$ cat src/rtl/btb_pkg.sv
package btb_pkg;
  // two-bit hysteresis history for one entry
  typedef struct packed {
    logic predN;   // direction guess for next occurrence, 1 = taken
    logic lastOk;  // 1 = previous guess was right
  } histT;

  // strobes from control to datapath for one update cycle
  typedef struct packed {
    logic histWr;   // rewrite history of the hitting entry
    logic lineWr;   // replace the whole entry
    histT newHist;  // history value to write
  } ctrlT;
endpackage

$ cat src/rtl/btb_ctrl.sv
module btb_ctrl
  import btb_pkg::*;
(
  input  logic updValid,
  input  logic updTaken,
  input  logic updHit,
  input  histT curHist,
  output ctrlT ctrl
);
  logic guessRight;

  assign guessRight = (curHist.predN == updTaken);

  always_comb begin
    ctrl = '0;
    if (updValid) begin
      if (updHit) begin
        ctrl.histWr = 1'b1;
        if (guessRight) begin
          ctrl.newHist = '{predN: curHist.predN, lastOk: 1'b1};
        end else if (curHist.lastOk) begin
          ctrl.newHist = '{predN: curHist.predN, lastOk: 1'b0};
        end else begin
          ctrl.newHist = '{predN: ~curHist.predN, lastOk: 1'b1};
        end
      end else begin
        ctrl.lineWr  = 1'b1;
        ctrl.newHist = '{predN: updTaken, lastOk: 1'b1};
      end
    end
  end
endmodule

$ cat src/rtl/btb_store.sv
module btb_store
  import btb_pkg::*;
#(
  parameter int ADDR_W = 32,
  parameter int LINES  = 4
) (
  input  logic              clk,
  input  logic              rstN,
  input  logic [ADDR_W-1:0] lkPc,
  output logic              lkHit,
  output logic              lkTaken,
  output logic [ADDR_W-1:0] lkTarget,
  output logic [ADDR_W-1:0] lkNextPc,
  input  logic [ADDR_W-1:0] updPc,
  input  logic [ADDR_W-1:0] updTarget,
  output logic              updHit,
  output histT              curHist,
  input  ctrlT              ctrl
);
  localparam int IDX_W  = $clog2(LINES);
  localparam int TAG_LO = IDX_W + 2;
  localparam int TAG_W  = ADDR_W - TAG_LO;

  logic [LINES-1:0]  lineVal;
  logic [TAG_W-1:0]  lineTag [LINES];
  logic [ADDR_W-1:0] lineTgt [LINES];
  histT              lineHist[LINES];

  logic [IDX_W-1:0] lkIdx, upIdx;
  logic [TAG_W-1:0] lkTag, upTag;
  logic [3:0]       unusedBits;

  assign lkIdx = lkPc[TAG_LO-1:2];
  assign lkTag = lkPc[ADDR_W-1:TAG_LO];
  assign upIdx = updPc[TAG_LO-1:2];
  assign upTag = updPc[ADDR_W-1:TAG_LO];
  assign unusedBits = {lkPc[1:0], updPc[1:0]};

  // lookup path: reads registered state only
  assign lkHit    = lineVal[lkIdx] && (lineTag[lkIdx] == lkTag);
  assign lkTaken  = lkHit && lineHist[lkIdx].predN;
  assign lkTarget = lkHit ? lineTgt[lkIdx] : '0;
  assign lkNextPc = lkTaken ? lkTarget : lkPc + ADDR_W'(4);

  // update path read side
  assign updHit  = lineVal[upIdx] && (lineTag[upIdx] == upTag);
  assign curHist = lineHist[upIdx];

  for (genvar g = 0; g < LINES; g++) begin : gLine
    logic sel;
    assign sel = (upIdx == IDX_W'(g));
    always_ff @(posedge clk) begin
      if (!rstN) begin
        lineVal[g]  <= 1'b0;
        lineTag[g]  <= '0;
        lineTgt[g]  <= '0;
        lineHist[g] <= '0;
      end else if (sel && ctrl.lineWr) begin
        lineVal[g]  <= 1'b1;
        lineTag[g]  <= upTag;
        lineTgt[g]  <= updTarget;
        lineHist[g] <= ctrl.newHist;
      end else if (sel && ctrl.histWr) begin
        lineHist[g] <= ctrl.newHist;
      end
    end
  end
endmodule

$ cat src/rtl/btb_predictor.sv
module btb_predictor
  import btb_pkg::*;
#(
  parameter int ADDR_W = 32,
  parameter int LINES  = 4
) (
  input  logic              clk,
  input  logic              rstN,
  input  logic [ADDR_W-1:0] lkPc,
  output logic              lkHit,
  output logic              lkTaken,
  output logic [ADDR_W-1:0] lkTarget,
  output logic [ADDR_W-1:0] lkNextPc,
  input  logic              updValid,
  input  logic [ADDR_W-1:0] updPc,
  input  logic [ADDR_W-1:0] updTarget,
  input  logic              updTaken
);
  ctrlT ctrl;
  logic updHit;
  histT curHist;

  btb_ctrl uCtrl (
    .updValid(updValid),
    .updTaken(updTaken),
    .updHit  (updHit),
    .curHist (curHist),
    .ctrl    (ctrl)
  );

  btb_store #(.ADDR_W(ADDR_W), .LINES(LINES)) uStore (
    .clk      (clk),
    .rstN     (rstN),
    .lkPc     (lkPc),
    .lkHit    (lkHit),
    .lkTaken  (lkTaken),
    .lkTarget (lkTarget),
    .lkNextPc (lkNextPc),
    .updPc    (updPc),
    .updTarget(updTarget),
    .updHit   (updHit),
    .curHist  (curHist),
    .ctrl     (ctrl)
  );
endmodule

$ cat config.mk
export PLATFORM = sky130hd
export DESIGN_NAME = btb_predictor
export DESIGN_NICKNAME = d
export VERILOG_FILES = /design/src/rtl/btb_pkg.sv /design/src/rtl/btb_ctrl.sv /design/src/rtl/btb_store.sv /design/src/rtl/btb_predictor.sv
export SDC_FILE = /design/constraint.sdc
export NUM_CORES = 1
export LEC_CHECK = 0
export BUFFER_PORTS_ARGS = -buffer_cell sky130_fd_sc_hd__buf_2
export CAP_MARGIN = 20
export CORE_ASPECT_RATIO = 0.75
export CORE_MARGIN = 10
export CORE_UTILIZATION = 57
export DETAILED_ROUTE_END_ITERATION = 10
export PLACE_DENSITY_LB_ADDON = 0.2
export SLEW_MARGIN = 5
export SYNTH_ARGS = -nofsm -noshare
export SYNTH_HDL_FRONTEND = slang
export SYNTH_SLANG_ARGS = --single-unit
export TNS_END_PERCENT = 30
$ cat constraint.sdc
create_clock -name clk -period 11.18 [get_ports clk]
set_input_delay 2.236 -clock clk [delete_from_list [all_inputs] [get_ports clk]]
set_output_delay 2.236 -clock clk [all_outputs]
set_load 0.03 [all_outputs]
==> impl_metrics.py <==
metrics = {
    "worst_setup_path": {
        "path_class": "in2out",
        "cp_max_fo": 36,
        "r2r_end": "uStore.lineTgt[2][28]",
        "r2r-start": "uStore.lineTag[3][11]",
        "cp.arrival_ns": 6.27,
        "critPathLaunchType": "primary input",
        "r2r_cells": 7,
        "worst-r2r-setup-slack_ns": 7.12,
        "endpoint_kind": "output port",
        "required_ns": 8.94,
    },
    "layout": {
        "nFillCells": 1741,
        "areaGrowthSynthToFinish_pct": 14.2,
        "fin_nets": 1222,
        "final_layout_size_suffix_gt1_share_pct": 29.9,
        "final_area_um2": 15800,
    },
    "grt": {
        "busiest_layer": "met2",
        "use_met1_pct": 32.4,
        "grt_pass1_wl_um": 54600,
        "met3_usage_pct": 6.55,
        "grt_max_degree": 61,
        "grt_pass1_vias": 8885,
        "grtUsageTotal_pct": 23.4,
        "grtUsageMet2_pct": 36.0,
        "antenna_found_initial": 12,
        "grt_overflow_total": 0,
    },
    "route": {
        "final_antenna_net_count": 0,
        "post_drt_wl_per_cell_um": 25.1,
        "via_per_inst": 5.99,
        "vias": 8714,
        "postRouteWirelength_um": 36500,
        "dr.pass1.iters": 5,
        "drc": 0,
        "drtIter0Drc": 896,
    },
    "synthesis": {
        "synth_area_um2": 13800,
        "netlist_top_cells_area": "edfxtp_1 (54%), mux4_2 (13%), and2_1 (12%), xnor2_1 (3.7%), mux2_4 (3.0%)",
        "synthCells": 976,
        "synth-compound-area-share_pct": 1.48,
        "ys_seq_area_share_pct": 54.6,
        "synth-edff-count": 248,
        "synth_commonest_cells": "and2_1 (272), edfxtp_1 (248), mux4_2 (82), xnor2_1 (59), clkbuf_1 (40)",
        "synth_mux_area_share_pct": 18.7,
        "yosys.area_share.simple_pct": 17.1,
        "synth_seq_cells": 252,
        "synthFlopType": "edfxtp_1",
        "synth_top_area_share_pct": 54.0,
        "yosysTopAreaCell": "edfxtp_1",
        "yosysWarnings": 0,
        "async_reset_ff_share_pct": 0,
        "syn_nets": 1077,
        "synthAdderAreaFrac_pct": 0.0907,
        "yosysMostFrequentCell": "and2_1",
        "synth_xor_xnor_area_share_pct": 5.65,
        "synth_top_family_by_area": "multiplexers",
        "yosysUniqueCellTypes": 52,
        "syn_avg_cell_area_um2": 14.1,
    },
    "floorplan": {
        "dieArea_um2": 30900,
        "io_pins": 166,
        "fp.dieH_um": 155,
        "die_x_um": 200,
        "core_um2": 23900,
        "initial_core_util_pct": 57.7,
        "row_count": 49,
    },
    "run": {
        "drv_cap": 0,
    },
    "worst_hold_path": {
        "whs_path_depth": 1,
        "holdPathEnd": "uStore.lineVal[0]",
        "hold_path_class": "reg2reg",
        "min-delay-start": "uStore.lineVal[0]",
    },
    "cts": {
        "cts_resized": 0,
        "root_buffer": "clkbuf_16",
        "clock_sinks": 252,
        "insertion_delay_ns": 0.54,
        "clk_path_buf_depth": 3,
        "htree_levels": 1,
        "clk_pin_slew_ns": 0.05,
        "cts_setup_buffers": 0,
        "numCtsBuffers": 27,
        "cts_tree": "built",
        "ctsHoldBuffers": 0,
    },
    "placed_design": {
        "gp_congestion": 0.854,
        "io_buffers": 163,
        "hpwl_um": 23900,
        "placed_area_um2": 14900,
    },
    "sta": {
        "tns_ns": 0,
        "final-hold-violation-count": 0,
        "worst_slew_pin_slew_ns": 1.04,
        "fmax_mhz": 118,
        "setup_viol": 0,
        "skew_ns": 0.0159,
        "maxSlewViolCount": 0,
        "post-route-period-util_pct": 76.1,
        "min_period_ns": 8.50,
        "rsz0062_at_grt": "false",
        "relSlewSlack_pct": 30.2,
    },
    "status": {
        "status": "complete, no violations",
    },
    "power": {
        "power.total_mw": 2.31,
        "leakagePower_nw": 6.07,
        "powerDensity_nw_per_um2": 147,
        "max-vdd-ir-drop_mv": 0.106,
    },
}
-- cell usage in the layout, fill, tap and decap left out, types with 4 or more instances in the layout --
cell type / instances
a21o_1: 4
a21oi_1: 5
and2_1: 272
and3_1: 8
buf_2: 161
buf_4: 18
clkbuf_1: 12
clkbuf_16: 27
dfxtp_1: 4
diode_2: 9
edfxtp_1: 248
inv_1: 9
mux2_2: 4
mux2_4: 28
mux2i_1: 27
mux4_2: 82
nand2_1: 24
nand3_1: 24
nand4_1: 16
nor2_1: 16
nor2_4: 4
nor2b_1: 4
nor4_1: 4
o21ai_4: 4
xnor2_1: 59
xor2_1: 30
-- logic make-up (layout without fill, tap and decap cells) --
logic type               count (synthesis)  after routing
adder cells (fa/ha/maj)                  1              1
flip-flops                             252            252
AND/OR/NAND/NOR                        392            392
multiplexers                           141            141
buffers and inverters                   72            235
AO/OA/AOI/OAI                           29             29
other                                    0              9
XOR/XNOR                                89             89
-- report_power, final --
part / total, mW / internal [mW] / switching [mW] / leakage (nW)
Combinational: 0.302 / 0.130 / 0.172 / 3.19
Sequential: 1.14 / 1.11 / 0.0253 / 2.47
Clock: 0.871 / 0.514 / 0.357 / 0.403
-- worst max-delay path, stage by stage --
cell,delay [ns]
buf_4,0.46
buf_4,0.58
nand2_1,0.16
or4_1,0.54
or2_2,0.36
nor3_1,0.66
nand3_1,0.19
xnor2_1,0.56
mux2_2,0.27
buf_2,0.19
-- metal layers --
layer  wire (um)  part of all wire [%]  vias up
li1            -                     -     3905
met1       15400                    42     4359
met2       16800                    46      390
met3        3500                   9.6       54
met4         673                   1.8        6
met5          34                 0.093        -
-- sequential cells by signal, summed over array words and instances (netlist names) --
register         count
uStore.lineTgt     128
uStore.lineTag     112
uStore.lineHist      8
uStore.lineVal       4
-- cell type report --
| cell class | count | area (um^2) | area share (%) |
|---|---|---|---|
| flip-flops and latches | 252 | 7530 | 47.8 |
| inverters | 9 | 33.8 | 0.214 |
| clock buffers | 39 | 721 | 4.57 |
| multi-input cells | 652 | 6010 | 38.1 |
| diodes | 9 | 22.5 | 0.143 |
| well taps | 306 | 383 | 2.43 |
| repair buffers | 179 | 941 | 5.97 |
| clock inverters | 8 | 120 | 0.762 |
-- metrics by stage --
step                      hold slack, ns  util, %  worst slack [ns]  std cells
after floorplan                    0.444        -              2.57        976
after global placement             0.459     62.3              2.73       1398
after detailed placement           0.471     62.3              2.70       1398
after CTS                          0.484     65.8              2.70       1445
after global routing               0.508     65.8              2.43       1450
final                              0.482     65.9              2.68       1454
-- worst max-delay path by stage --
stage / start / end / slack (ns)
final: lkPc[3] / lkNextPc[31] / 2.68
after global routing: lkPc[3] / lkNextPc[31] / 2.43
after CTS: lkPc[2] / lkNextPc[7] / 2.70
after detailed placement: lkPc[2] / lkNextPc[7] / 2.70
after global placement: lkPc[2] / lkNextPc[7] / 2.73
after floorplan: updPc[3] / uStore.lineTag[3][0] / 2.57
(Power assumes the default switching activity.)
